<file path="src/rtl/lbd_pkg.sv">
package lbd_pkg;

    // Registered mode word, all fields active high inside the block
    typedef struct packed {
        logic loc;
        logic rem;
        logic dig;
        logic txo;
        logic rxo;
        logic atest;
        logic mute;
        logic los;
        logic dual;
        logic inv;
    } ctrl_t;

    localparam int CTRL_W = $bits(ctrl_t);

    typedef struct packed {
        logic p;
        logic n;
    } rail_t;

    // AMI mark for the all-ones pattern: phase 0 gives a positive mark
    function automatic rail_t ones_mark(input logic phase);
        rail_t r;
        r.p = ~phase;
        r.n = phase;
        return r;
    endfunction

    function automatic rail_t rail_pol(input rail_t r, input logic inv);
        rail_t o;
        o.p = r.p ^ inv;
        o.n = r.n ^ inv;
        return o;
    endfunction

endpackage

</file>
<file path="src/rtl/lbd_ctrl_reg.sv">
module lbd_ctrl_reg
    import lbd_pkg::*;
(
    input  logic  clk,
    input  logic  rst,
    input  logic  loc_lb_n,
    input  logic  rem_lb_n,
    input  logic  dig_lb_n,
    input  logic  tx_ones_req,
    input  logic  rx_ones_req,
    input  logic  alm_test_n,
    input  logic  mute_en,
    input  logic  los_in,
    input  logic  dual_rail,
    input  logic  inv_pol,
    output ctrl_t ctrl_q
);

    ctrl_t ctrl_d;

    always_comb begin
        ctrl_d.loc   = ~loc_lb_n;
        ctrl_d.rem   = ~rem_lb_n;
        ctrl_d.dig   = ~dig_lb_n;
        ctrl_d.txo   = tx_ones_req;
        ctrl_d.rxo   = rx_ones_req;
        ctrl_d.atest = ~alm_test_n;
        ctrl_d.mute  = mute_en;
        ctrl_d.los   = los_in;
        ctrl_d.dual  = dual_rail;
        ctrl_d.inv   = inv_pol;
    end

    always_ff @(posedge clk) begin
        if (rst) ctrl_q <= '0;
        else     ctrl_q <= ctrl_d;
    end

endmodule

</file>
<file path="src/rtl/lbd_route.sv">
module lbd_route
    import lbd_pkg::*;
(
    input  logic  clk,
    input  logic  rst,
    input  ctrl_t ctrl,
    input  rail_t enc,
    input  rail_t line_rx,
    output rail_t line_tx,
    output rail_t dec_in
);

    logic ph_q;

    // Phase of the alternating all-ones pattern; restarts positive
    always_ff @(posedge clk) begin
        if (rst)           ph_q <= 1'b0;
        else if (ctrl.txo) ph_q <= ~ph_q;
        else               ph_q <= 1'b0;
    end

    // Transmit side: insertion > remote (unless local) > encoder
    always_comb begin
        if (ctrl.txo)                    line_tx = ones_mark(ph_q);
        else if (ctrl.rem && !ctrl.loc)  line_tx = line_rx;
        else                             line_tx = enc;
    end

    // Decoder side: local > digital > line
    always_comb begin
        if (ctrl.loc)      dec_in = line_tx;
        else if (ctrl.dig) dec_in = enc;
        else               dec_in = line_rx;
    end

endmodule

</file>
<file path="src/rtl/lbd_rx_out.sv">
module lbd_rx_out
    import lbd_pkg::*;
(
    input  ctrl_t ctrl,
    input  rail_t dcd,
    input  logic  dcd_lcv,
    input  logic  rclk_in,
    input  logic  mclk_in,
    output rail_t rx_out,
    output logic  rx_clk_o,
    output logic  clk_loss_n,
    output logic  sig_loss_n
);

    logic  muted;
    logic  act_inv;
    rail_t base;
    logic  lcv_val;

    assign muted   = ctrl.mute & ctrl.los;
    assign act_inv = ctrl.dual & ctrl.inv;

    always_comb begin
        base    = '0;
        lcv_val = 1'b0;
        if (muted) begin
            rx_clk_o = ~act_inv;
            base     = '0;
        end else if (ctrl.rxo) begin
            rx_clk_o = mclk_in;
            base     = '{p: 1'b1, n: ctrl.dual};
        end else begin
            rx_clk_o = rclk_in;
            base     = dcd;
            lcv_val  = dcd_lcv;
        end

        if (ctrl.dual) begin
            rx_out = rail_pol(base, ctrl.inv);
        end else begin
            rx_out.p = base.p;
            rx_out.n = lcv_val | ctrl.atest;
        end
    end

    assign sig_loss_n = ~(ctrl.atest | ctrl.los);
    assign clk_loss_n = ~(ctrl.atest | muted);

endmodule

</file>
<file path="src/rtl/lpbk_diag_ctrl.sv">
module lpbk_diag_ctrl
    import lbd_pkg::*;
(
    input  logic clk,
    input  logic rst,
    input  logic loc_lb_n,
    input  logic rem_lb_n,
    input  logic dig_lb_n,
    input  logic tx_ones_req,
    input  logic rx_ones_req,
    input  logic alm_test_n,
    input  logic mute_en,
    input  logic los_in,
    input  logic dual_rail,
    input  logic inv_pol,
    input  logic mclk_in,
    input  logic enc_p,
    input  logic enc_n,
    input  logic line_rx_p,
    input  logic line_rx_n,
    input  logic dcd_p,
    input  logic dcd_n,
    input  logic dcd_lcv,
    input  logic rclk_in,
    output logic line_tx_p,
    output logic line_tx_n,
    output logic dec_in_p,
    output logic dec_in_n,
    output logic rx_out_p,
    output logic rx_out_n,
    output logic rx_clk_o,
    output logic clk_loss_n,
    output logic sig_loss_n
);

    ctrl_t ctrl_q;
    rail_t enc, line_rx, dcd, line_tx, dec_in, rx_out;

    assign enc     = '{p: enc_p,     n: enc_n};
    assign line_rx = '{p: line_rx_p, n: line_rx_n};
    assign dcd     = '{p: dcd_p,     n: dcd_n};

    lbd_ctrl_reg u_ctrl (
        .clk(clk), .rst(rst),
        .loc_lb_n(loc_lb_n), .rem_lb_n(rem_lb_n), .dig_lb_n(dig_lb_n),
        .tx_ones_req(tx_ones_req), .rx_ones_req(rx_ones_req),
        .alm_test_n(alm_test_n), .mute_en(mute_en), .los_in(los_in),
        .dual_rail(dual_rail), .inv_pol(inv_pol),
        .ctrl_q(ctrl_q)
    );

    lbd_route u_route (
        .clk(clk), .rst(rst), .ctrl(ctrl_q),
        .enc(enc), .line_rx(line_rx),
        .line_tx(line_tx), .dec_in(dec_in)
    );

    lbd_rx_out u_rx (
        .ctrl(ctrl_q), .dcd(dcd), .dcd_lcv(dcd_lcv),
        .rclk_in(rclk_in), .mclk_in(mclk_in),
        .rx_out(rx_out), .rx_clk_o(rx_clk_o),
        .clk_loss_n(clk_loss_n), .sig_loss_n(sig_loss_n)
    );

    assign line_tx_p = line_tx.p;
    assign line_tx_n = line_tx.n;
    assign dec_in_p  = dec_in.p;
    assign dec_in_n  = dec_in.n;
    assign rx_out_p  = rx_out.p;
    assign rx_out_n  = rx_out.n;

    AST_TX_ONES_SINGLE_MARK: assert property (@(posedge clk) disable iff (rst)
        ctrl_q.txo |-> (line_tx_p ^ line_tx_n));
    AST_TX_ONES_ALTERNATE: assert property (@(posedge clk) disable iff (rst)
        (ctrl_q.txo && $past(ctrl_q.txo)) |-> (line_tx_p != $past(line_tx_p)));
    AST_LOCAL_FEEDS_DECODER: assert property (@(posedge clk) disable iff (rst)
        ctrl_q.loc |-> (dec_in_p == line_tx_p && dec_in_n == line_tx_n));
    AST_LOCAL_BLOCKS_REMOTE: assert property (@(posedge clk) disable iff (rst)
        (ctrl_q.loc && !ctrl_q.txo) |-> (line_tx_p == enc_p && line_tx_n == enc_n));
    AST_ALARM_TEST_LOW: assert property (@(posedge clk) disable iff (rst)
        ctrl_q.atest |-> (!clk_loss_n && !sig_loss_n));
    AST_MUTE_CLOCK_LOSS: assert property (@(posedge clk) disable iff (rst)
        (ctrl_q.mute && ctrl_q.los) |-> !clk_loss_n);
    AST_RX_ONES_DUAL: assert property (@(posedge clk) disable iff (rst)
        (ctrl_q.rxo && !(ctrl_q.mute && ctrl_q.los) && ctrl_q.dual && !ctrl_q.inv)
        |-> (rx_out_p && rx_out_n));

endmodule

</file>
<file path="config.mk">
export PLATFORM = sky130hd
export DESIGN_NAME = lpbk_diag_ctrl
export DESIGN_NICKNAME = d
export VERILOG_FILES = /design/src/rtl/lbd_pkg.sv /design/src/rtl/lbd_ctrl_reg.sv /design/src/rtl/lbd_route.sv /design/src/rtl/lbd_rx_out.sv /design/src/rtl/lpbk_diag_ctrl.sv
export SDC_FILE = /design/constraint.sdc
export NUM_CORES = 1
export LEC_CHECK = 0
export BUFFER_PORTS_ARGS = -buffer_cell sky130_fd_sc_hd__buf_2
export CORE_AREA = 3 3 40 42
export CTS_BUF_LIST = sky130_fd_sc_hd__clkbuf_8
export DETAILED_ROUTE_END_ITERATION = 7
export DIE_AREA = 0 0 43 45
export PLACE_DENSITY = 0.78
export RECOVER_POWER = 25
export SYNTH_ARGS = -nofsm -noshare
export SYNTH_HDL_FRONTEND = slang
export SYNTH_HIERARCHICAL = 1
export SYNTH_SLANG_ARGS = --single-unit
</file>
<file path="constraint.sdc">
create_clock -name clk -period 2.2 [get_ports clk]
set_clock_uncertainty 0.2 [all_clocks]
set_input_delay 0.33 -clock clk [delete_from_list [all_inputs] [get_ports clk]]
set_output_delay 0.33 -clock clk [all_outputs]
set_load 0.03 [all_outputs]
</file>
==> results.sh, run 1 <==
export IMPL_period_share_pct=83.4
export IMPL_fin_nets=107
export IMPL_die_w_um=43
export IMPL_tns_ns=0
export IMPL_layout_cells_non_filler=100
export IMPL_area_growth_pct=38.3
export IMPL_drcViolationCount=0
export IMPL_start_util_pct=39.9
export IMPL_combPwrFrac_pct=20.6
export IMPL_p_sw_w=0.000151
export IMPL_synth_compound_area_share_pct=19.5
export IMPL_worst_r2r_startpoint="u_ctrl/ctrl_q[6]"
export IMPL_tightest_slew_ns=0.716
export IMPL_max_cap_violations=0
export IMPL_vias_per_cell=4.75
export IMPL_dr_total_vias=475
export IMPL_pwr_share_seq_pct=41.7
export IMPL_core_sq_um=1280
export IMPL_dpl_cell_area_sq_um=666
export IMPL_fin_ws_ns=0.365
export IMPL_dp_slack_ns=0.639
export IMPL_setup_violations=0
export IMPL_clock_fmax_mhz=545
export IMPL_power_density_nw_per_um2=748
export IMPL_grt_max_degree=12
export IMPL_cp_end_kind="output port"
export IMPL_synth_cell_types=24
export IMPL_synth_top_family_by_area="simple AND/OR/NAND/NOR gates"
export IMPL_endpoint="rx_out_n"
export IMPL_cp_start_kind="register"
export IMPL_first_global_vias=395
export IMPL_leakage_nw=0.327
export IMPL_fill_cells=126
export IMPL_clockBufferDepth=2
export IMPL_rsz0062_at_grt="no"
export IMPL_cp_max_fo=4
export IMPL_drtIter0Drc=5
export IMPL_outcome="complete, no violations"
export IMPL_r2r_end="u_route/ph_q"
export IMPL_post_cts_resized=0
export IMPL_ys_warn_count=6
export IMPL_wl_per_cell_um=10.7
export IMPL_die_y_um=45
export IMPL_ys_seq_elements=11
export IMPL_cts_buffers=3
export IMPL_antenna_found_initial=0
export IMPL_drive_above_1_share_pct=48.2
export IMPL_htree_levels=1
export IMPL_final_antenna_net_count=0
export IMPL_hp_class="in2reg"
export IMPL_reg2reg_depth=2
export IMPL_die_area_sq_um=1940
export IMPL_r2r_slack_ns=1.25
export IMPL_synth_adder_area_share_pct=0
export IMPL_wirelength_mm=1.07
export IMPL_postLayoutCellArea_sq_um=709
export IMPL_holdBufCountCts=0
export IMPL_final_common_cell="buf_2"
export IMPL_avgSynthCellArea_sq_um=9.68
export IMPL_yosysSeqAreaShare_pct=42.9
export IMPL_clockPowerShare_pct=37.7
export IMPL_crit_type="reg2out"
export IMPL_synth_xor_area_share_pct=3.41
export IMPL_synthesis_area_sq_um=513
export IMPL_post_cts_setup_buffers=0
export IMPL_hold_violations=0
export IMPL_vdd_ir_drop_max_mv=0.388
export IMPL_hpwlAfterDp_um=860
export IMPL_dp_cells=96
export IMPL_layout_cells_most_common_list="buf_2 (28), dfxtp_1 (11), nor2_1 (7), nor2b_2 (5), a21oi_1 (5)"
export IMPL_grt_ovfl_total=0
export IMPL_muxShareOfSynthArea_pct=1.95
export IMPL_drtPass1Iterations=4
export IMPL_min_period_ns=1.83
export IMPL_grt_pass1_wl_mm=1.49
export IMPL_swShare_pct=28.4
export IMPL_synth_net_count=74
export IMPL_critPathLaunch="u_ctrl/ctrl_q[2]"
export IMPL_cts_root_buffer="clkbuf_8"
export IMPL_synth_cells=53
export IMPL_clk_pin_slew_ns=0.05
export IMPL_place_congestion=0.700
export IMPL_p_int_w=0.000380
export IMPL_clk_latency_ns=0.24
export IMPL_arrival_ns=1.30
export IMPL_relSlewSlack_pct=52.3
export IMPL_cts_tree="yes"
export IMPL_port_buffers=29
export IMPL_grt_util_all_layers_pct=10.8
export IMPL_slew_viol_final=0
export IMPL_pin_count=30
export IMPL_fp_row_count=13
export IMPL_synthSimpleGateAreaFrac_pct=29.3
export IMPL_cts_sinks=11
export IMPL_final_util_pct=55.2
export IMPL_crit_required_ns=1.67
export IMPL_antenna_cells=0
[how the worst min path moves through the flow]
| stage | slack [ns] | endpoint | cells past startpoint | start |
|---|---|---|---|---|
| 2_1_floorplan | 0.19 | u_ctrl/ctrl_q[8] | 1 | rem_lb_n |
| 3_3_place_gp | 0.29 | u_ctrl/ctrl_q[4] | 2 | alm_test_n |
| 3_5_place_dp | 0.29 | u_ctrl/ctrl_q[7] | 2 | dig_lb_n |
| 4_1_cts | 0.04 | u_ctrl/ctrl_q[7] | 2 | dig_lb_n |
| 5_1_grt | 0.04 | u_ctrl/ctrl_q[7] | 2 | dig_lb_n |
| 6_report | 0.04 | u_ctrl/ctrl_q[7] | 2 | dig_lb_n |
[per-stage QoR]
stage	power (W)	hold WS [ns]
after floorplan	0.000298	0.190
after global placement	0.000335	0.286
after detailed placement	0.000336	0.290
after CTS	0.000535	0.0382
after global routing	0.000553	0.0395
final	0.000531	0.0374
[power groups by stage]
stage	clock network, W	logic, W	registers, W
finish	0.000200	0.000110	0.000221
detailed placement	0	0.000111	0.000225
global placement	0	0.000110	0.000225
global route	0.000213	0.000117	0.000223
floorplan	0	0.0000751	0.000223
CTS	0.000202	0.000111	0.000221
[registers in the layout, summed over array words and instances, names as in the netlist]
| signal | count |
|---|---|
| u_ctrl/ctrl_q | 10 |
| u_route/ph_q | 1 |
[critical path, cell delays in order (launching register included)]
cell and delay, ns:
dfxtp_1 0.39, nand2_1 0.12, a311oi_1 0.31, a21oi_1 0.06
buf_2 0.18
[per-layer routing]
| metal | GRT usage (%) | part of all wire, % | vias to the layer above |
|---|---|---|---|
| met4 | 9.04 | 3.0 | 0 |
| met2 | 17.4 | 50 | 15 |
| met1 | 11.1 | 41 | 209 |
| met5 | 0 | 0 | - |
| met3 | 4.38 | 5.6 | 4 |
| li1 | - | - | 247 |
[cells by family after synthesis]
logic type	count (synthesis)
muxes	1
DFF	11
AOI/OAI and AO/OA	14
xor gates and xnor gates	2
and+or+nand+nor	23
buffers and inverters	2
[synthesized netlist by cell type (all sizes together)]
| cell | number | area [sq um] |
|---|---|---|
| nor2b | 8 | 70.1 |
| a221oi | 1 | 8.76 |
| a21o | 1 | 7.51 |
| nand2 | 3 | 11.3 |
| nand2b | 2 | 20.0 |
| nor2 | 9 | 43.8 |
| a21oi | 5 | 25.0 |
| o21ai | 2 | 10.0 |
| nor3 | 1 | 5.00 |
| dfxtp | 11 | 220 |
| buf | 1 | 11.3 |
| a311oi | 1 | 8.76 |
| inv | 1 | 3.75 |
| mux2i | 1 | 10.0 |
| a2bb2oi | 1 | 15.0 |
| xnor2 | 1 | 8.76 |
| a211oi | 2 | 15.0 |
| xor2 | 1 | 8.76 |
| o311a | 1 | 10.0 |
[area by class of cell]
class	instances	area, sq um	share of cell area, %
clock buffers	3	41.3	5.82
clock inverters	1	3.75	0.529
inverters	1	3.75	0.529
multi-input cells	40	278	39.2
flip-flops and latches	11	220	31.0
well taps	15	18.8	2.65
repair buffers	29	144	20.3
(Power assumes the default switching activity.)
==> inputs of run 2 (changes only) <==
--- a/config.mk
+++ b/config.mk
@@ -5,12 +5,13 @@
 export SDC_FILE = /design/constraint.sdc
 export NUM_CORES = 1
 export LEC_CHECK = 0
+export ABC_AREA = 1
 export BUFFER_PORTS_ARGS = -buffer_cell sky130_fd_sc_hd__buf_2
-export CORE_AREA = 3 3 40 42
+export CORE_MARGIN = 3
+export CORE_UTILIZATION = 39
 export CTS_BUF_LIST = sky130_fd_sc_hd__clkbuf_8
 export DETAILED_ROUTE_END_ITERATION = 7
-export DIE_AREA = 0 0 43 45
-export PLACE_DENSITY = 0.78
+export PLACE_DENSITY = 0.81
 export RECOVER_POWER = 25
 export SYNTH_ARGS = -nofsm -noshare
 export SYNTH_HDL_FRONTEND = slang
==> constraint.sdc (replaced) <==
create_clock -name clk -period 1.5 [get_ports clk]
set_clock_uncertainty 0.2 [all_clocks]
set_input_delay 0.225 -clock clk [delete_from_list [all_inputs] [get_ports clk]]
set_output_delay 0.225 -clock clk [all_outputs]
set_load 0.03 [all_outputs]
==> results.sh, run 2 <==
export IMPL_outcome="complete, but fails checks"
export IMPL_violations="setup timing"
export IMPL_htree_levels=1
export IMPL_max_cap_violations=0
export IMPL_first_global_vias=527
export IMPL_cts_sinks=11
export IMPL_synth_edff_count=0
export IMPL_fin_nets=140
export IMPL_layout_cells_most_common_list="buf_2 (21), nor2_1 (14), inv_1 (13), dlygate4sd3_1 (8), nand2_2 (8)"
export IMPL_pin_count=30
export IMPL_fp_row_count=12
export IMPL_cp_end_kind="output port"
export IMPL_core_sq_um=1190
export IMPL_fin_ws_ns=-0.112
export IMPL_ys_warn_count=6
export IMPL_min_period_ns=1.61
export IMPL_slew_viol_final=0
export IMPL_cp_start_kind="register"
export IMPL_arrival_ns=1.19
export IMPL_start_util_pct=44.8
export IMPL_final_common_cell="buf_2"
export IMPL_die_w_um=42.9
export IMPL_total_power_w=0.000854
export IMPL_max_stage_delay_ns=0.37
export IMPL_relSlewSlack_pct=72.2
export IMPL_crit_type="reg2out"
export IMPL_synth_cell_types=17
export IMPL_synthTopCellsByCount="inv_1 (15), nor2_1 (15), nand2_1 (12)"
export IMPL_drtPass1Iterations=4
export IMPL_power_density_nw_per_um2=881
export IMPL_grt_ovfl_total=0
export IMPL_ys_async_sr_fraction_pct=0
export IMPL_worst_r2r_startpoint="u_ctrl/ctrl_q[6]"
export IMPL_clockBufferDepth=2
export IMPL_hold_path_end="u_ctrl/ctrl_q[5]"
export IMPL_synth_ff_type="dfxtp_1"
export IMPL_top_register="u_ctrl/ctrl_q"
export IMPL_r2r_end="u_route/ph_q"
export IMPL_antenna_found_initial=0
export IMPL_clock_fmax_mhz=620
export IMPL_drive_above_1_share_pct=55.9
export IMPL_vias_per_cell=4.56
export IMPL_grt_max_degree=12
export IMPL_yosysTopAreaCellShare_pct=41.4
export IMPL_dr_total_vias=602
export IMPL_synthesis_area_sq_um=532
export IMPL_clk_latency_ns=0.23
export IMPL_fin_hold_ws_ns=0.00640
export IMPL_yosysSeqAreaShare_pct=41.4
export IMPL_cts_root_buffer="clkbuf_8"
export IMPL_port_buffers=29
export IMPL_min_delay_start="rx_ones_req"
export IMPL_dp_cells=119
export IMPL_wl_per_cell_um=12.0
export IMPL_place_congestion=0.760
export IMPL_setup_violations=5
export IMPL_reg2reg_depth=3
export IMPL_die_y_um=42.9
export IMPL_hpwlAfterDp_um=906
export IMPL_synth_cells=77
export IMPL_hold_depth=3
export IMPL_cp_slowest_cell="dfxtp_4"
export IMPL_antenna_cells=0
export IMPL_grt_pass1_wl_mm=2.14
export IMPL_synth_net_count=98
export IMPL_hp_class="in2reg"
export IMPL_r2r_slack_ns=0.54
export IMPL_crit_path_cell_trace="inv_4, nand2_4, nand2_2, nand3_2, nand3_2, nand2_2, buf_6"
export IMPL_final_util_pct=81.8
export IMPL_cts_buffers=3
export IMPL_reg_top3="u_ctrl/ctrl_q x10, u_route/ph_q x1"
export IMPL_ys_seq_elements=11
export IMPL_crit_required_ns=1.07
export IMPL_layout_cells_non_filler=132
export IMPL_hold_violations=0
export IMPL_drcViolationCount=0
export IMPL_tightest_slew_ns=0.418
export IMPL_drtIter0Drc=10
export IMPL_wirelength_mm=1.58
export IMPL_netlist_top_cells_area="dfxtp_1 (41%), inv_1 (11%), nor2_1 (11%)"
export IMPL_cp_max_fo=5
export IMPL_cts_tree="yes"
export IMPL_die_area_sq_um=1840
export IMPL_clk_pin_slew_ns=0.05
export IMPL_final_antenna_net_count=0
export IMPL_largest_reg_flops=10
export IMPL_leakage_nw=0.495
export IMPL_rsz0062_at_grt="yes"
export IMPL_vdd_ir_drop_max_mv=0.653
export IMPL_period_share_pct=107
export IMPL_yosys_area_top_type="dfxtp_1"
export IMPL_area_growth_pct=82.4
export IMPL_avgSynthCellArea_sq_um=6.91
export IMPL_grt_util_all_layers_pct=15.6
[run 2: cell types whose count changed in the layout (fill, tap and decap cells not counted), sizes merged, moves of 2 or more]
cell         delta
nand2b          -2
o21ai           +2
nor2            +6
a21oi           -3
inv            +14
nand2          +13
nor2b           -8
a211oi          -2
dlygate4sd3     +8
nand3           +8
[run 2: how the worst max path moves through the flow]
stage               slack, ns   endpoint  cells after the start        startpoint
finish                  -0.11   dec_in_n                      7  u_ctrl/ctrl_q[9]
CTS                     -0.08   dec_in_p                      6  u_ctrl/ctrl_q[6]
floorplan                0.05   dec_in_p                      5  u_ctrl/ctrl_q[6]
detailed placement        0.1  line_tx_n                      6  u_ctrl/ctrl_q[9]
global placement         0.12   dec_in_p                      6  u_ctrl/ctrl_q[6]
global route            -0.19   dec_in_n                      7  u_ctrl/ctrl_q[9]
[run 2: repair_timing]
action                                 CTS  global route
gates resized for setup                 18            30
buffers inserted                         1             0
setup endpoints to repair                7             7
pin swaps                                3            11
endpoints found under the hold margin    8             0
hold buffers                             8             0
gates cloned                             0             0
[run 2: area by class of cell]
class	instances	area, sq um
multi-input combinational	49	337
timing repair buffer	38	272
sequential	11	233
clock inverter	1	5.00
inverter	16	65.1
fill	73	216
tap	14	17.5
clock buffer	3	41.3
[run 2: metal layers]
metal / vias up / GRT usage (%) / wire [um]
met5: - / 0 / 0
li1: 314 / - / -
met4: 0 / 7.45 / 6
met1: 275 / 14.3 / 663
met3: 2 / 2.54 / 43
met2: 11 / 31.7 / 870
[run 2: where the power goes]
part           switching [W]  internal (W)  leakage [nW]
Clock               0.000102      0.000182        0.0255
Combinational       0.000131      0.000114         0.376
Sequential         0.0000172      0.000309        0.0938
Total               0.000250      0.000604         0.495
[run 2: worst max-delay path, delay by kind of cell, from the launching register on]
family        cells  cell delay, ns
flops             1            0.37
simple gates      5            0.35
buf+inv           2            0.23
[run 2: metrics by stage]
step | cell area [sq um] | worst slack (ns) | TNS (ns)
2_1_floorplan | 532 | 0.0491 | 0
3_3_place_gp | 683 | 0.117 | 0
3_5_place_dp | 683 | 0.0960 | 0
4_1_cts | 861 | -0.0777 | -0.240
5_1_grt | 970 | -0.192 | -0.705
6_report | 970 | -0.112 | -0.375
[run 2: logic make-up after synthesis]
logic type,count (synthesis),share of synthesized area (%)
buffers and inverters,17,13.4
flip-flops,11,41.4
AND/OR/NAND/NOR,41,36.0
XOR/XNOR,1,1.65
AO/OA/AOI/OAI,7,7.53
==> inputs of run 3 (changes only) <==
--- a/config.mk
+++ b/config.mk
@@ -7,11 +7,12 @@
 export LEC_CHECK = 0
 export ABC_AREA = 1
 export BUFFER_PORTS_ARGS = -buffer_cell sky130_fd_sc_hd__buf_2
-export CORE_MARGIN = 3
-export CORE_UTILIZATION = 39
+export CORE_AREA = 3 3 40 42
 export CTS_BUF_LIST = sky130_fd_sc_hd__clkbuf_8
 export DETAILED_ROUTE_END_ITERATION = 7
-export PLACE_DENSITY = 0.81
+export DIE_AREA = 0 0 43 45
+export GPL_TIMING_DRIVEN = 0
+export PLACE_DENSITY = 0.79
 export RECOVER_POWER = 25
 export SYNTH_ARGS = -nofsm -noshare
 export SYNTH_HDL_FRONTEND = slang
==> constraint.sdc (replaced) <==
create_clock -name clk -period 1.8 [get_ports clk]
set_clock_uncertainty 0.2 [all_clocks]
set_input_delay 0.27 -clock clk [delete_from_list [all_inputs] [get_ports clk]]
set_output_delay 0.27 -clock clk [all_outputs]
set_load 0.03 [all_outputs]
==> results.sh, run 3 (same netlist as run 2, synthesis figures left out) <==
export IMPL_crit_required_ns=1.33
export IMPL_setup_violations=0
export IMPL_first_global_vias=454
export IMPL_top_register="u_ctrl/ctrl_q"
export IMPL_total_power_w=0.000654
export IMPL_clock_fmax_mhz=598
export IMPL_cp_start_kind="register"
export IMPL_port_buffers=29
export IMPL_die_area_sq_um=1940
export IMPL_leakage_nw=0.425
export IMPL_relSlewSlack_pct=74.0
export IMPL_largest_reg_flops=10
export IMPL_layout_cells_most_common_list="buf_2 (28), inv_1 (16), nor2_1 (15), nand2_1 (12), dfxtp_1 (10)"
export IMPL_vias_per_cell=4.37
export IMPL_grt_ovfl_total=0
export IMPL_dr_total_vias=564
export IMPL_pin_count=30
export IMPL_cp_max_fo=4
export IMPL_fp_row_count=13
export IMPL_start_util_pct=41.4
export IMPL_final_antenna_net_count=0
export IMPL_max_cap_violations=0
export IMPL_clk_pin_slew_ns=0.05
export IMPL_final_common_cell="buf_2"
export IMPL_grt_pass1_wl_mm=1.85
export IMPL_arrival_ns=1.20
export IMPL_core_sq_um=1280
export IMPL_cts_root_buffer="clkbuf_8"
export IMPL_hpwlAfterDp_um=925
export IMPL_outcome="complete, no violations"
export IMPL_area_growth_pct=45.4
export IMPL_period_share_pct=92.9
export IMPL_grt_util_all_layers_pct=13.6
export IMPL_grt_max_degree=11
export IMPL_dp_cells=121
export IMPL_post_cts_setup_buffers=0
export IMPL_layout_cells_non_filler=129
export IMPL_wirelength_mm=1.21
export IMPL_cp_end_kind="output port"
export IMPL_clk_latency_ns=0.24
export IMPL_slew_viol_final=0
export IMPL_antenna_cells=0
export IMPL_clockBufferDepth=2
export IMPL_cts_tree="yes"
export IMPL_power_density_nw_per_um2=846
export IMPL_drcViolationCount=0
export IMPL_rsz0062_at_grt="no"
export IMPL_tns_ns=0
export IMPL_cts_sinks=11
export IMPL_cts_buffers=3
export IMPL_hold_violations=0
export IMPL_drive_above_1_share_pct=36.0
export IMPL_die_y_um=45
export IMPL_drtIter0Drc=30
export IMPL_vdd_ir_drop_max_mv=0.699
export IMPL_place_congestion=0.725
export IMPL_drtPass1Iterations=4
export IMPL_tightest_slew_ns=0.391
export IMPL_antenna_found_initial=0
export IMPL_htree_levels=1
export IMPL_fin_nets=136
export IMPL_die_w_um=43
export IMPL_wl_per_cell_um=9.37
export IMPL_hp_class="in2reg"
export IMPL_reg_top3="u_ctrl/ctrl_q x10, u_route/ph_q x1"
export IMPL_min_period_ns=1.67
export IMPL_crit_type="reg2out"
==> run 3: changes by cell type in the layout (fill, tap and decap cells not counted), moves of 5 or more <==
cell and change:
buf_2 +7, buf_6 -6, dfxtp_1 +5, nand2_1 +8
==> run 3: worst paths after layout <==
path | slack (ns) | from | depth (start not counted) | to
setup / recovery | 0.13 | u_ctrl/ctrl_q[6] | 6 | dec_in_p
hold / removal | 0.03 | los_in | 3 | u_ctrl/ctrl_q[2]
setup reg to reg | 0.82 | u_ctrl/ctrl_q[6] | 3 | u_route/ph_q
hold reg to reg | 0.33 | u_route/ph_q | 2 | u_route/ph_q
==> run 3: layout make-up <==
type                       count  area [sq um]
clock inverter                 1          3.75
fill                         119           512
clock buffer                   3          41.3
inverter                      16          60.1
timing repair buffer          33           184
tap                           15          18.8
sequential                    11           221
multi-input combinational     49           240
buffer                         1          3.75
==> run 3: worst max-delay path: stages, from the launching register on <==
cell	delay, ns
dfxtp_1	0.30
inv_1	0.06
or2_4	0.26
nand2_2	0.07
nand2_1	0.04
nand2_1	0.04
buf_2	0.18
==> run 3: per-stage QoR <==
step | cell area, sq um | setup slack (ns) | hold WS, ns | utilization, %
2_1_floorplan | 532 | 0.304 | 0.137 | -
3_3_place_gp | 696 | 0.374 | 0.225 | 54.1
3_5_place_dp | 696 | 0.329 | 0.223 | 54.1
4_1_cts | 781 | 0.0765 | 0.0248 | 60.8
5_1_grt | 773 | 0.0405 | 0.0410 | 60.2
6_report | 773 | 0.128 | 0.0266 | 60.2
==> run 3: what timing repair did <==
action,in CTS,in global routing
endpoints found under the setup margin,0,1
endpoints found under the hold margin,4,0
hold buffers,4,0
resized for setup,0,1
==> run 3: layer usage <==
layer / GRT usage (%) / share of wire, % / vias up
met1: 13.5 / 37 / 239
met4: 10.8 / 2.4 / 0
met2: 23.7 / 56 / 15
li1: - / - / 308
met3: 3.98 / 5.1 / 2
met5: 0 / 0 / -
==> run 3: power breakdown <==
group | switching, W | internal (W) | total [W]
Sequential | 0.0000101 | 0.000258 | 0.000268
Clock | 0.0000911 | 0.000150 | 0.000241
Combinational | 0.0000878 | 0.0000577 | 0.000146
Total | 0.000189 | 0.000465 | 0.000654
